### src/rtl/evt_tally_pkg.sv
package evt_tally_pkg;

  // Qualification of one cycle: summing mode always qualifies,
  // threshold mode compares (>= or, inverted, <).
  function automatic bit f_qualify(int unsigned evt, int unsigned thr, bit inv);
    if (thr == 0) return 1'b1;
    return inv ? (evt < thr) : (evt >= thr);
  endfunction

  // Amount added in one enabled cycle.
  function automatic int unsigned f_amount(int unsigned evt, int unsigned thr,
                                           bit qual, bit edge_on, bit prev);
    if (thr == 0) return evt;
    if (edge_on) return (qual && !prev) ? 1 : 0;
    return qual ? 1 : 0;
  endfunction

endpackage

### src/rtl/evt_tally_cfg.sv
module evt_tally_cfg #(
  parameter int THR_W = 4
) (
  input  logic             clk,
  input  logic             rst_n,
  input  logic             we,
  input  logic [THR_W-1:0] thresh_in,
  input  logic             inv_in,
  input  logic             edge_in,
  input  logic             en_in,
  output logic [THR_W-1:0] thresh,
  output logic             inv,
  output logic             edge_on,
  output logic             en
);
  always_ff @(posedge clk or negedge rst_n) begin
    if (!rst_n) begin
      thresh  <= '0;
      inv     <= 1'b0;
      edge_on <= 1'b0;
      en      <= 1'b0;
    end else if (we) begin
      thresh  <= thresh_in;
      inv     <= inv_in;
      edge_on <= edge_in;
      en      <= en_in;
    end
  end
endmodule

### src/rtl/evt_tally_qual.sv
module evt_tally_qual
  import evt_tally_pkg::*;
#(
  parameter int EVT_W = 4,
  parameter int THR_W = 4
) (
  input  logic             clk,
  input  logic             rst_n,
  input  logic             en,
  input  logic [THR_W-1:0] thresh,
  input  logic             inv,
  input  logic             edge_on,
  input  logic [EVT_W-1:0] evt,
  output logic [EVT_W-1:0] inc
);
  logic qual_now;
  logic prev_q;
  logic thr_nz;

  assign thr_nz   = (thresh != '0);
  assign qual_now = f_qualify(32'(evt), 32'(thresh), inv);

  always_comb begin
    inc = '0;
    if (en) inc = EVT_W'(f_amount(32'(evt), 32'(thresh), qual_now, edge_on, prev_q));
  end

  always_ff @(posedge clk or negedge rst_n) begin
    if (!rst_n)   prev_q <= 1'b0;
    else if (en)  prev_q <= qual_now;
    else          prev_q <= 1'b0;
  end


  single_step_chk: assert property (@(posedge clk) disable iff (!rst_n)
    thr_nz |-> (inc <= EVT_W'(1)));

  edge_repeat_chk: assert property (@(posedge clk) disable iff (!rst_n)
    (en && edge_on && thr_nz && prev_q) |-> (inc == '0));

  hist_clear_chk: assert property (@(posedge clk) disable iff (!rst_n)
    !en |=> !prev_q);
endmodule

### src/rtl/evt_tally_accum.sv
module evt_tally_accum #(
  parameter int EVT_W = 4,
  parameter int CNT_W = 40
) (
  input  logic             clk,
  input  logic             rst_n,
  input  logic             en,
  input  logic [EVT_W-1:0] inc,
  input  logic             ld_en,
  input  logic [CNT_W-1:0] ld_value,
  input  logic             ovf_clr,
  output logic [CNT_W-1:0] cnt,
  output logic             ovf
);
  localparam int SUM_W = CNT_W + 1;

  logic [SUM_W-1:0] sum;
  logic             wrap_evt;

  assign sum      = {1'b0, cnt} + SUM_W'(inc);
  assign wrap_evt = en && !ld_en && sum[CNT_W];

  always_ff @(posedge clk or negedge rst_n) begin
    if (!rst_n)      cnt <= '0;
    else if (ld_en)  cnt <= ld_value;
    else if (en)     cnt <= sum[CNT_W-1:0];
  end

  always_ff @(posedge clk or negedge rst_n) begin
    if (!rst_n)         ovf <= 1'b0;
    else if (wrap_evt)  ovf <= 1'b1;
    else if (ovf_clr)   ovf <= 1'b0;
  end


  cnt_write_chk: assert property (@(posedge clk) disable iff (!rst_n)
    ld_en |=> (cnt == $past(ld_value)));

  hold_chk: assert property (@(posedge clk) disable iff (!rst_n)
    (!en && !ld_en) |=> $stable(cnt));

  ovf_sticky_chk: assert property (@(posedge clk) disable iff (!rst_n)
    (ovf && !ovf_clr) |=> ovf);

  wrap_set_chk: assert property (@(posedge clk) disable iff (!rst_n)
    (en && !ld_en && (&cnt) && (inc != '0)) |=> ovf);
endmodule

### src/rtl/evt_tally_ctr.sv
module evt_tally_ctr #(
  parameter int EVT_W = 4,
  parameter int THR_W = 4,
  parameter int CNT_W = 40
) (
  input  logic             clk,
  input  logic             rst_n,
  input  logic             cfg_we,
  input  logic [THR_W-1:0] cfg_thresh,
  input  logic             cfg_inv,
  input  logic             cfg_edge,
  input  logic             cfg_en,
  input  logic [EVT_W-1:0] evt_cnt,
  input  logic             ld_en,
  input  logic [CNT_W-1:0] ld_value,
  input  logic             ovf_clr,
  output logic [CNT_W-1:0] cnt_value,
  output logic             ovf_flag
);
  logic [THR_W-1:0] thresh;
  logic             inv, edge_on, en;
  logic [EVT_W-1:0] inc_amt;

  evt_tally_cfg #(.THR_W(THR_W)) u_cfg (
    .clk(clk), .rst_n(rst_n), .we(cfg_we),
    .thresh_in(cfg_thresh), .inv_in(cfg_inv), .edge_in(cfg_edge), .en_in(cfg_en),
    .thresh(thresh), .inv(inv), .edge_on(edge_on), .en(en)
  );

  evt_tally_qual #(.EVT_W(EVT_W), .THR_W(THR_W)) u_qual (
    .clk(clk), .rst_n(rst_n), .en(en), .thresh(thresh), .inv(inv),
    .edge_on(edge_on), .evt(evt_cnt), .inc(inc_amt)
  );

  evt_tally_accum #(.EVT_W(EVT_W), .CNT_W(CNT_W)) u_accum (
    .clk(clk), .rst_n(rst_n), .en(en), .inc(inc_amt),
    .ld_en(ld_en), .ld_value(ld_value), .ovf_clr(ovf_clr),
    .cnt(cnt_value), .ovf(ovf_flag)
  );


  inv_zero_chk: assert property (@(posedge clk) disable iff (!rst_n)
    (en && thresh == '0 && !ld_en && !cnt_value[CNT_W-1]) |=>
      (cnt_value == $past(cnt_value) + CNT_W'($past(evt_cnt))));
endmodule

### config.mk
export PLATFORM = sky130hd
export DESIGN_NAME = evt_tally_ctr
export DESIGN_NICKNAME = d
export VERILOG_FILES = /design/src/rtl/evt_tally_pkg.sv /design/src/rtl/evt_tally_cfg.sv /design/src/rtl/evt_tally_qual.sv /design/src/rtl/evt_tally_accum.sv /design/src/rtl/evt_tally_ctr.sv
export SDC_FILE = /design/constraint.sdc
export NUM_CORES = 1
export LEC_CHECK = 0
export ABC_AREA = 1
export CORE_ASPECT_RATIO = 1.1
export CORE_MARGIN = 2
export CORE_UTILIZATION = 49
export DETAILED_ROUTE_END_ITERATION = 8
export GPL_TIMING_DRIVEN = 0
export PLACE_DENSITY = 0.81
export SYNTH_ARGS = -nofsm -noshare
export SYNTH_HDL_FRONTEND = slang
export SYNTH_SLANG_ARGS = --single-unit
### constraint.sdc
create_clock -name clk -period 3.6 [get_ports clk]
set_input_delay 0.72 -clock clk [delete_from_list [all_inputs] [get_ports clk]]
set_output_delay 0.72 -clock clk [all_outputs]
set_load 0.05 [all_outputs]
### After elaboration in Yosys (flattened, before gate mapping)

Index checks and enable logic that the tools add are counted.

* output and inout port bits: 41
* register bits: 49
* logic and storage cells: 37
* input bits: 56

* add/subtract/negate cells: 1
* mux-type cells: 19
* reductions and logical operators: 8
* order comparisons: 2

Operator list (number)
* 2-to-1 mux 40 bit: 2
* adder 40 x 4 -> 41 bit: 1
* 2-to-1 mux 4 bit: 5
* 2-to-1 mux 1 bit: 12
* greater-or-equal comparator 4 bit: 1
* zero test 4 bit: 1
* < comparator 4 bit: 1
* nonzero test 2 bit: 2
* logical AND 1 bit: 3
* zero test 1 bit: 2

### Longest topological paths before layout

* depth in word-level cells: 12
* mapped depth: 23
* mapped depth without buffers: 23

### By module

A second synthesis with hierarchy kept.

* cell total of the unflattened synthesis: 530
* area, all modules: 3570.9 um^2

Modules (own cells, without submodules)
* evt_tally_accum: times used 1, area an instance 3060.4 um^2, cells each 461
* evt_tally_cfg: times used 1, area an instance 269.0 um^2, cells each 30
* evt_tally_qual: times used 1, area an instance 241.5 um^2, cells each 39

### Least setup slack after synthesis

Ideal clock, no wire load.

* path type: in2reg
* start: input evt_cnt[1]
* end: register u_accum.cnt[32]
* path buffers: 0
* library setup time: 123 ps
* required time: 3477 ps
* arrival time: 2845 ps
* cell stages on the path: 21
* slack: 633 ps
* cells stage by stage: ha_1 inv_1 nor2_1 o21bai_1 nand3_1 nand3_1 nand2_1 nor2_1 ha_1 inv_1 fa_1 nor2_1 nor2_2 inv_2 nand2_2 nor2_2 nand2_1 nand2_1 nand2_1 nand2_1 nand2_1

* word-level cells in the longest chain between the ends: 12

RTL lines
* from (decl): line evt_tally_ctr.sv:13 `input logic [EVT_W-1:0] evt_cnt,`
* greater-or-equal comparator 4 bit or < comparator 4 bit (tied branches): line evt_tally_pkg.sv:7 `return inv ? (evt < thr) : (evt >= thr);`
* 2-to-1 mux 1 bit (2 in series): line evt_tally_pkg.sv:7
* logical AND 1 bit: line evt_tally_pkg.sv:14 `if (edge_on) return (qual && !prev) ? 1 : 0;`
* 2-to-1 mux 1 bit: line evt_tally_pkg.sv:14
* 2-to-1 mux 4 bit: line evt_tally_pkg.sv:14
* 2-to-1 mux 4 bit: line evt_tally_pkg.sv:15 `return qual ? 1 : 0;`
* 2-to-1 mux 4 bit *: line evt_tally_pkg.sv:14
* 2-to-1 mux 4 bit *: line evt_tally_qual.sv:25 `if (en) inc = EVT_W'(f_amount(32'(evt), 32'(thresh), qual_now, edge_on, prev_q));`
* adder 40 x 4 -> 41 bit *: line evt_tally_accum.sv:20 `assign sum = {1'b0, cnt} + SUM_W'(inc);`
* 2-to-1 mux 40 bit *: line evt_tally_accum.sv:26 `else if (en) cnt <= sum[CNT_W-1:0];`
* 2-to-1 mux 40 bit *: line evt_tally_accum.sv:25 `else if (ld_en) cnt <= ld_value;`
* to (signal assigned): line evt_tally_accum.sv:25
* to (signal assigned): line evt_tally_accum.sv:26
* to (decl): line evt_tally_accum.sv:12 `output logic [CNT_W-1:0] cnt,`

Every way passes the cells marked *; elsewhere a longest branch is shown, timed or not. The select of a mux whose other input is x is not followed.
A chain may end at the register's enable or synchronous reset.

### Final worst setup path

* start: input evt_cnt[2]
* end: register u_accum.cnt[10]

Same word-level chain as after synthesis.

==> run metrics <==
Cell variety after synth 31; Remaining Overflow, GRT 0; Slew @ Worst Pin 613.2 ps; Cell Pwr Density 370.0 mW/mm^2; switching share of power 39.75%; status finished, final reports clean; Post-DRT Antenna Nets 0; root buf cell clkbuf_8; worst rel slew slack 59.12%; DR DRC count 0; fmax 286.9 MHz; Min-Delay Path Class in -> async; CTS sink cnt 49; vias in the first global route around 3900; largest net degree at the start of global routing 30; max_cap viols 0; first-pass GRT wire length about 19000 um; # rows 32; fin cells about 730; per-cell routed wire length between 15 and 20 um; Final Core Density 68.93%; fin nets 705; r2r startpoint u_cfg.thresh[3]$_DFFE_PN0P_; sw power 0.0007143 W; PortBufs 95; Mapped Cells 534; Crit path required time 3810 ps; layout cell share with drive strength beyond 1 8.424%; total chip power between 0.0015 and 0.002 W; # setup viols final 0; CP endpoint kind register; fin. max-slew vios 0; Final min period between 3000 and 4000 ps; post-route setup slack 114.3 ps; DR iter-0 viols 242; Placed Instances 715; vias per inst 5.446; Setup Crit Path Kind in -> reg; area grow syn2layout 35.07%; FF-to-FF End u_accum.cnt[10]$_DFFE_PN0P_; Final Hold Vio Count 0; Final GP Congestion 0.9213; skew final between 10 and 15 ps; CTS Buf Count 5; Mapped Nets ~600; cell internal pwr 0.001083 W; Yosys reg bits 49; die height 93.85 um; die area ~0.0080 mm^2; total wire length 11760 um; deepest clock path buffer count 2; syn_area_per_cell 6.734 um^2; via count 3954; R2R cell count 18; Logic pwr share 36.3%; Leak Pwr approximately 2.2 nW; critical path peak fanout 5; IO Pins 97; final instance area 0.004857 mm^2; maximum vdd drop 0.2387 mV; clock slew at reported path FFs 100 ps; TritonCTS clock tree done; crit path launch type input port; register-to-register setup slack 550 ps; pre-CTS WS -322.0 ps; htree depth 2; HPWL Detailed 9330 um; Core Box Area around 0.0070 mm^2; sequential element share of the synthesized area around a third; DR pass1 iterations 5; Final Cycle Share 96.82%; Reg power frac 39.4%; gr usage total 30.19%; initial antenna violation count 0; Synth warnings 0; clock latency on the worst-skew pair slightly above 300 ps; synthesized area roughly 0.0036 mm^2; # diodes 0; Area after DPL between 0.004 and 0.005 mm^2; chip width 85.68 um; worst path arrival time about 3700 ps; Starting Density between 50% and 60%; clock share of power between 20% and 30%
worst max-delay path, cell delays in order:
cell and delay [ps]:
clkdlybuf4s50_1 440, ha_1 300, nand2_1 60, o21bai_1 170, nand2_1 70, o21ai_0 80, nand3_1 90, nand2_2 70
nor2_2 170, ha_2 230, inv_1 60, fa_2 370, inv_1 100, nand2_2 100, a21oi_4 290, buf_4 170
xnor2_1 120, o21ai_1 80
final cells by class:
cell class	count	area (um^2)
multi-input cells	421	2156
plain buffers	14	63.81
inverters	50	187.7
repair buffers	99	997.2
well taps	85	106.4
flip-flops and latches	49	1226
clock inverters	2	37.54
clock buffers	6	82.58
fillers	625	2190
metal layers:
metal / wire length, um / up-vias / global-route usage (%)
met3: 556 / 27 / 3.163
met4: 363 / 0 / 8.995
met5: 0 / - / 0
met2: 5830 / 140 / 55.14
met1: 5012 / 1854 / 37.27
li1: - / 1933 / -
cell usage after synthesis:
library cell / count / area share (%)
nor3_2: 1 / 0.28
nand3_1: 34 / 4.7
a21oi_1: 1 / 0.14
inv_1: 47 / 4.9
buf_2: 3 / 0.42
nand3b_1: 3 / 0.63
dfrtp_1: 49 / 34
nand2_2: 7 / 1.2
nand2_1: 200 / 21
o21ai_0: 15 / 2.1
xor2_1: 5 / 1.2
nor2_2: 10 / 1.7
nor3_1: 4 / 0.56
nand4_1: 13 / 2.3
buf_6: 1 / 0.31
nand3_2: 1 / 0.28
nor3b_1: 1 / 0.21
inv_2: 3 / 0.31
xnor2_1: 12 / 2.9
a21oi_4: 1 / 0.45
o21ai_1: 3 / 0.42
o21bai_1: 3 / 0.63
nor2_1: 59 / 6.2
mux2_2: 1 / 0.31
clkbuf_1: 10 / 1.0
ha_1: 8 / 2.8
nor2_4: 3 / 0.94
o211ai_1: 2 / 0.42
fa_1: 1 / 0.56
nand2_4: 2 / 0.63
a22oi_1: 31 / 6.5
timing repair:
action                                  4_1_cts  5_1_grt
endpoints found under the setup margin        0       12
resized for setup                             0       12
setup buffers                                 0        3
hold buffers                                  0        0
logic make-up after synthesis:
family / share of synthesized area (%)
AO/OA/AOI/OAI: 10.61
adder cells (fa/ha/maj): 3.340
flip-flops: 34.10
AND/OR/NAND/NOR: 40.50
buffers and inverters: 6.994
multiplexers: 0.3131
XOR/XNOR: 4.140
cells in the final DEF, fill, tap and decap left out, types with 2 or more instances in the layout:
cell,n
o21bai_1,3
dlymetal6s2s_1,2
nor2_1,57
nor3_1,4
nand3b_1,3
nand2_4,2
buf_4,2
o21ai_0,15
nand2_2,9
nand2_1,198
clkdlybuf4s50_1,92
inv_2,3
clkbuf_8,6
nor2_2,11
nand3_1,33
nor2_4,4
nand3_2,2
buf_2,4
xnor2_1,12
xor2_1,5
o211ai_1,2
nand4_1,13
a22oi_1,31
o21ai_1,3
inv_1,47
ha_1,6
dfrtp_1,49
clkbuf_1,10
buf_6,2
worst max path at each step:
stage | start | endpoint | slack, ps
6_report | evt_cnt[2] | u_accum.cnt[10]$_DFFE_PN0P_ | 110
5_1_grt | evt_cnt[2] | u_accum.cnt[34]$_DFFE_PN0P_ | -30
4_1_cts | evt_cnt[3] | u_accum.cnt[32]$_DFFE_PN0P_ | 4
3_5_place_dp | evt_cnt[3] | u_accum.cnt[32]$_DFFE_PN0P_ | -320
3_3_place_gp | evt_cnt[1] | u_accum.cnt[32]$_DFFE_PN0P_ | -260
2_1_floorplan | evt_cnt[1] | u_accum.cnt[32]$_DFFE_PN0P_ | 630
per-stage QoR:
| step | hold slack, ps | TNS [ps] |
|---|---|---|
| 2_1_floorplan | 424.4 | 0 |
| 3_3_place_gp | 497.5 | -1649 |
| 3_5_place_dp | 502.3 | -2622 |
| 4_1_cts | 372.8 | 0 |
| 5_1_grt | 388.7 | -56.24 |
| 6_report | 358.1 | 0 |
power by group through the flow:
stage          combinational, W  clock [W]  sequential (W)
2_1_floorplan          0.000208          0        0.000885
3_3_place_gp           0.000629          0        0.000714
4_1_cts                0.000645   0.000440        0.000706
6_report               0.000652   0.000436        0.000708
3_5_place_dp           0.000643          0        0.000717
5_1_grt                0.000702   0.000455        0.000719
registers in the layout (all words and copies together) (netlist names):
signal         cells
u_cfg.en           1
u_accum.ovf        1
u_accum.cnt       40
u_qual.prev_q      1
u_cfg.inv          1
u_cfg.thresh       4
u_cfg.edge_on      1
(Power assumes the default switching activity.)
